File: src/rtl/stuffed_frame_rx.sv
module stuffed_frame_rx #(
  parameter int MIN_LEN = 23,
  parameter int MAX_LEN = 38,
  localparam int CNT_W = $clog2(MAX_LEN + 2),
  localparam int AW = $clog2(MAX_LEN + 1)
) (
  input  logic             clk,
  input  logic             rst_n,
  input  logic             in_valid,
  input  logic [7:0]       in_data,
  input  logic             restart,
  output logic             frame_ready,
  output logic [CNT_W-1:0] frame_len,
  input  logic [AW-1:0]    rd_addr,
  output logic [7:0]       rd_data
);
  localparam int DEPTH = MAX_LEN + 1;
  localparam logic [CNT_W-1:0] FULL = CNT_W'(MAX_LEN + 1);
  localparam logic [CNT_W-1:0] LOW  = CNT_W'(MIN_LEN + 1);
  localparam logic [7:0] FLAG = 8'h7E;
  localparam logic [7:0] ESC  = 8'h7D;

  typedef enum logic [1:0] {S_WAIT, S_READY, S_PKT, S_ESC} state_t;

  state_t           state;
  logic [CNT_W-1:0] cnt;
  logic [7:0]       crc;
  logic [7:0]       mem [DEPTH];

  function automatic logic [7:0] crc_step(input logic [7:0] c, input logic [7:0] b);
    logic [7:0] r;
    r = c ^ b;
    for (int i = 0; i < 8; i++)
      r = r[0] ? ((r >> 1) ^ 8'h8C) : (r >> 1);
    return r;
  endfunction

  logic       is_flag, is_esc, in_frame, take;
  logic [7:0] byte_val;

  assign is_flag  = in_data == FLAG;
  assign is_esc   = in_data == ESC;
  assign in_frame = state == S_PKT || state == S_ESC;
  assign byte_val = (state == S_ESC) ? (in_data ^ 8'h20) : in_data;
  assign take     = in_valid && !restart && in_frame && !is_flag && !is_esc;

  always_ff @(posedge clk) begin
    if (!rst_n) begin
      state <= S_WAIT;
      cnt   <= '0;
      crc   <= 8'hFF;
    end else if (restart) begin
      state <= S_WAIT;
    end else if (in_valid) begin
      unique case (state)
        S_WAIT: if (is_flag) begin
          cnt   <= '0;
          crc   <= 8'hFF;
          state <= S_PKT;
        end
        S_READY: ;
        S_PKT, S_ESC: begin
          if (is_esc) begin
            state <= (state == S_PKT) ? S_ESC : S_WAIT;
          end else if (is_flag) begin
            if (state == S_PKT && crc == 8'h00 && cnt >= LOW) begin
              cnt   <= cnt - 1'b1;
              state <= S_READY;
            end else begin
              cnt   <= '0;
              crc   <= 8'hFF;
              state <= S_PKT;
            end
          end else begin
            crc <= crc_step(crc, byte_val);
            if (cnt >= FULL) begin
              state <= S_WAIT;
            end else begin
              cnt   <= cnt + 1'b1;
              state <= S_PKT;
            end
          end
        end
        default: state <= S_WAIT;
      endcase
    end
  end

  always_ff @(posedge clk)
    if (take && cnt < FULL) mem[cnt[AW-1:0]] <= byte_val;

  assign frame_ready = state == S_READY;
  assign frame_len   = cnt;
  assign rd_data     = (rd_addr <= AW'(DEPTH - 1)) ? mem[rd_addr] : 8'h00;


  ready_len_chk: assert property (@(posedge clk) disable iff (!rst_n)
    frame_ready |-> (frame_len >= CNT_W'(MIN_LEN) && frame_len <= CNT_W'(MAX_LEN)));

  cnt_bound_chk: assert property (@(posedge clk) disable iff (!rst_n)
    cnt <= FULL);

  ready_hold_chk: assert property (@(posedge clk) disable iff (!rst_n)
    (state == S_READY && !restart) |=> (state == S_READY && $stable(cnt)));

  restart_chk: assert property (@(posedge clk) disable iff (!rst_n)
    restart |=> state == S_WAIT);

  open_chk: assert property (@(posedge clk) disable iff (!rst_n)
    (state == S_WAIT && in_valid && in_data == FLAG && !restart)
      |=> (state == S_PKT && cnt == '0 && crc == 8'hFF));

  esc_abort_chk: assert property (@(posedge clk) disable iff (!rst_n)
    (state == S_ESC && in_valid && in_data == ESC && !restart) |=> state == S_WAIT);
endmodule

File: config.mk
export PLATFORM = sky130hd
export DESIGN_NAME = stuffed_frame_rx
export DESIGN_NICKNAME = d
export VERILOG_FILES = /design/src/rtl/stuffed_frame_rx.sv
export SDC_FILE = /design/constraint.sdc
export NUM_CORES = 1
export LEC_CHECK = 0
export BUFFER_PORTS_ARGS = -buffer_cell sky130_fd_sc_hd__buf_2
export CAP_MARGIN = 20
export CORE_ASPECT_RATIO = 1.1
export CORE_UTILIZATION = 40
export DETAILED_ROUTE_END_ITERATION = 8
export GPL_TIMING_DRIVEN = 1
export PLACE_DENSITY = 0.62
export SYNTH_ARGS = -nofsm -noshare
export SYNTH_HDL_FRONTEND = slang
export SYNTH_SLANG_ARGS = --single-unit
File: constraint.sdc
create_clock -name clk -period 3 [get_ports clk]
set_input_delay 0.45 -clock clk [delete_from_list [all_inputs] [get_ports clk]]
set_output_delay 0.45 -clock clk [all_outputs]
set_load 0.1 [all_outputs]
After elaboration in Yosys (flattened, before gate mapping):

Memory sizes are Yosys's and may differ from the RTL's.
Cells that the tools add are included.

* register bits after elaboration: 16
* input port bits: 18
* memories: 1
* bits in writable memories: 312
* output and inout bits: 15

Memory list
* mem: depth 39, width 8, read ports 1, clocked after Yosys merged registers in 0, write ports 1, line 28 `logic [7:0] mem [DEPTH];`

* muxes and demuxes: 30
* $lt $le $gt $ge: 4
* equal/unequal tests: 9
* add/sub/neg operators: 2
* reductions and logical operators: 19
* bitwise gates (word level): 12

Operators by type and width (number)
* two-way mux 8 bit: 13
* two-way mux 6 bit: 6
* NOT 2 -> 3 bit: 8
* == test 8 x 7 -> 1 bit, second input constant: 2
* one-hot mux 8 bit (2 select lines): 1
* two-way mux 2 bit: 6
* one-hot mux 6 bit (2 select lines): 1
* AND reduction 6 bit: 2
* logical NOT 8 bit: 1
* bitwise XOR 8 bit: 1
* logical AND 1 bit: 7
* adder 6 x 1 -> 6 bit, second input constant: 1
* greater-or-equal comparator 6 x 5 -> 1 bit, second input constant: 1
* greater-or-equal comparator 6 bit, second input constant: 1
* <= comparator 6 bit, second input constant: 1
* less-than comparator 6 bit, second input constant: 1
* != test 3 bit, second input constant: 2
* subtractor 6 x 1 -> 6 bit, second input constant: 1
* == test 2 bit, second input constant: 2
* != test 2 bit, second input constant: 2
* one-hot mux 2 bit (2 select lines): 1
* OR reduction 2 bit: 2
* logical NOT 1 bit: 3
* NOT 1 bit: 3
* other kinds (6): 7

Longest topological paths before layout:

* word-level depth: 22
* gate-level depth with buffers: 10
* gate-level depth less buffers: 7

Least setup slack after synthesis:

OpenSTA, ideal clock, no wires.

* path type: input -> output
* start point: input rd_addr[0]
* end point: output rd_data[3]
* path buffers: 4
* arrival: 3.749 ns
* required time: 2.550 ns
* stages on the path: 9
* setup slack: -1.199 ns
* cells stage by stage: buf_6 buf_8 buf_8 buf_8 mux2i_1 a22oi_1 o211ai_1 a31o_2 o21ai_0

* word-level cells in the longest chain between the ends: 2
* elaborated cells between the ends (all ways): 3

RTL lines
* start, declared: line 14 `input logic [AW-1:0] rd_addr,`
* memory read (39 x 8 bit) or <= comparator 6 bit (tied branches)
* two-way mux 8 bit *: line 94 `assign rd_data = (rd_addr <= AW'(DEPTH - 1)) ? mem[rd_addr] : 8'h00;`
* end, declared: line 15 `output logic [7:0] rd_data`

Every way passes the cells marked *; elsewhere a longest branch is shown, timed or not.

Worst setup path in the final report:

* start point: input rd_addr[2]
* end point: output rd_data[7]

Same word-level chain as after synthesis.

==> impl_metrics.ini <==
[worst_setup_path]
path_delay_family = buffers and inverters
reg2reg_from = frame_len[0]$_SDFFE_PN0P_
worst-setup-path-type = in -> out
reg2reg_depth = 5
cp_data_arrival_time_ps = 2500
cpMostUsedCell = buf_4
worstSetupStartpointType = primary input
max_stage_delay_ps = 380
r2r-end = mem[37][3]$_DFFE_PP_
slowest_stage = a311o_1
critPathBufInv = 5
r2r_slack_ps = 210
cp_max_fo = 10
endpoint_kind = output port
crit_chain = buf_2 > buf_4 > and2_2 > buf_4 > a221oi_1 > o21ai_1 > buf_4 > a311o_1 > nand2_1 > buf_12
crit_required_ps = 2550

[clock_network]
clk_pin_slew_worst_paths_ps = 70
postCtsHoldBufs = 0
insertion_delay_ps = 510
clock_sinks = 328
cts-root-buf = clkbuf_16
cts_inserted_buffers = 34
cts_tree = done
cts_buffer_depth = 3
cts_max_level = 2
postCtsSetupBuffers = 0

[global_route]
grt_usage = 0.182
grt_pass1_wl_um = 46800
grt_max_degree = 50
grt_pass1_vias = 7545
antenna_found_initial = 2
grt.overflow.total = 0

[placed_design]
hpwl_um = 20400
gp_congestion = 0.815
dp.cells = 1279
port_buffers = 32
post-place-ws_ps = -34.5

[synthesis]
ys.flop_type = edfxtp_1
syn_nets = 790
ys_seq_area_frac = 0.704
synth_area_per_cell_sq_um = 17.9
netlist_area_sq_um = 13800
yosys.cell_types.count = 71
synth-seq-cells = 328
synthCells = 770
async_flop_share = 0
yosysWarnings = 0
synth_edf_count = 312

[sta]
min_period_ps = 2950
max_slew_margin = 0.433
worstMarginPinSlew_ps = 848
fmax_mhz = 339
finalCritPeriodShare = 0.982
hold_viol = 0
setup_ws_ps = 54.5
setup_viol = 0
fin_skew_ps = 23.1
drv_slew = 0

[drt]
routed_wl_um = 31500
viasPerCell = 5.54
drt-initial-drc-count = 718
wire_per_inst_um = 23.4
num_vias = 7439
ant_nets = 0
dr.pass1.iters = 5
post-route-drc-count = 0

[job]
max_cap_violations = 0

[die]
initial_core_util = 0.410
ios = 33
rows = 70
die_x_um = 179
die_y_um = 197
core_region_area_sq_um = 33500
die_area_sq_um = 35100

[power_and_ir_drop]
power.leakage_nw = 5.47
pwr_density_cell_nw_per_um2 = 602
fin_total_pwr_mw = 9.78
vdd_ir_drop_max_uv = 326

[outcome]
status = completed

[worst_hold_path]
hold_depth = 2
hold_start = restart
min_path_type = in -> reg
worstHoldEndpoint = state[1]$_SDFFE_PP0P_

[final_layout]
diodes = 0
syn_to_final_growth_pct = 18.2
final_cells = 1343
multiInputGateArea_sq_um = 3740
regArea_sq_um = 9690
nets = 906
drive_gt1_frac = 0.274
n_fill_cell = 2791
-- final cells by class --
cell class / instances / share of cell area
multi-input combinational: 388 / 0.230
sequential: 328 / 0.596
inverter: 8 / 0.00185
clock buffer: 38 / 0.0546
timing repair buffer: 126 / 0.0710
tap: 432 / 0.0332
clock inverter: 23 / 0.0129
-- synthesized netlist by cell type (11+ instances only) --
library cell / count / area share
a2bb2oi_1: 15 / 0.0096
nor2_1: 49 / 0.013
nand2_1: 20 / 0.0055
dfxtp_1: 16 / 0.023
o21ai_0: 11 / 0.0040
mux4_2: 43 / 0.070
clkbuf_1: 15 / 0.0041
a21oi_1: 12 / 0.0044
nor3_1: 14 / 0.0051
mux4_1: 12 / 0.023
mux2i_1: 43 / 0.031
a22oi_1: 14 / 0.0076
xnor2_1: 18 / 0.011
edfxtp_1: 312 / 0.68
a221oi_1: 15 / 0.0096
-- cells by family after synthesis --
family	synth area share
xor gates and xnor gates	0.0144
DFF	0.704
and+or+nand+nor	0.0537
buffers and inverters	0.0289
muxes	0.130
adders and majority gates	0.00182
AOI/OAI and AO/OA	0.0666
-- per-layer routing --
layer	global-route usage	vias up	share of wire
li1	-	3400	-
met1	0.255	3783	0.45
met2	0.290	203	0.48
met3	0.0340	51	0.050
met4	0.0530	2	0.024
met5	0	-	0.00025
-- repair_timing --
action                     CTS  global route
setup endpoints to repair    3             7
pin swaps                    2             4
gates resized for setup      4             8
cloned                       0             3
hold endpoints to repair     0             0
-- power breakdown --
| part | switching [mW] | total (mW) | internal, mW |
|---|---|---|---|
| Combinational | 0.397 | 0.664 | 0.267 |
| Clock | 1.71 | 4.11 | 2.41 |
| Sequential | 0.0000527 | 5.01 | 5.01 |
| Total | 2.10 | 9.78 | 7.68 |
-- metrics by stage --
stage	hold WS [ps]	TNS (ps)	utilization	instance area (sq um)
floorplan	494	-484	-	13800
global placement	516	-46.0	0.448	15000
detailed placement	518	-51.2	0.448	15000
CTS	138	0	0.481	16100
global route	150	-62.7	0.485	16300
finish	153	0	0.485	16300
-- worst max path at each step --
| stage | startpoint | to | slack (ps) | cells past startpoint |
|---|---|---|---|---|
| after CTS | rd_addr[0] | rd_data[6] | 20 | 9 |
| final | rd_addr[2] | rd_data[7] | 50 | 10 |
| after detailed placement | rd_addr[2] | rd_data[5] | -30 | 8 |
| after global routing | rd_addr[2] | rd_data[6] | -60 | 10 |
| after floorplan | rd_addr[0] | rd_data[3] | -440 | 9 |
| after global placement | rd_addr[2] | rd_data[5] | -30 | 8 |
-- state kept, by name, summed over array words and instances, names as in the netlist --
register and cells:
mem 312, crc 8, frame_len 6, state 2
-- cell usage in the layout (no fill, tap or decap), types with 4 or more instances in the layout --
master       n
a21oi_1     12
a221oi_1    10
a221oi_2     7
a22oi_1     14
a2bb2oi_1   14
a311o_1      6
buf_12      12
buf_2       23
buf_4       84
clkbuf_16   38
clkinv_1     5
clkinv_2     7
dfxtp_1     16
edfxtp_1   312
inv_1        8
mux2_2       6
mux2i_1     43
mux4_1      12
mux4_2      43
nand2_1     20
nand2b_1     5
nand3_1      6
nand4_1      5
nor2_1      49
nor3_1      12
o211ai_1     9
o21ai_0      9
o21ai_1      4
o31ai_1      4
or2_1        6
or3_1        9
xnor2_1     17
Power figures use the tool's default switching activity.
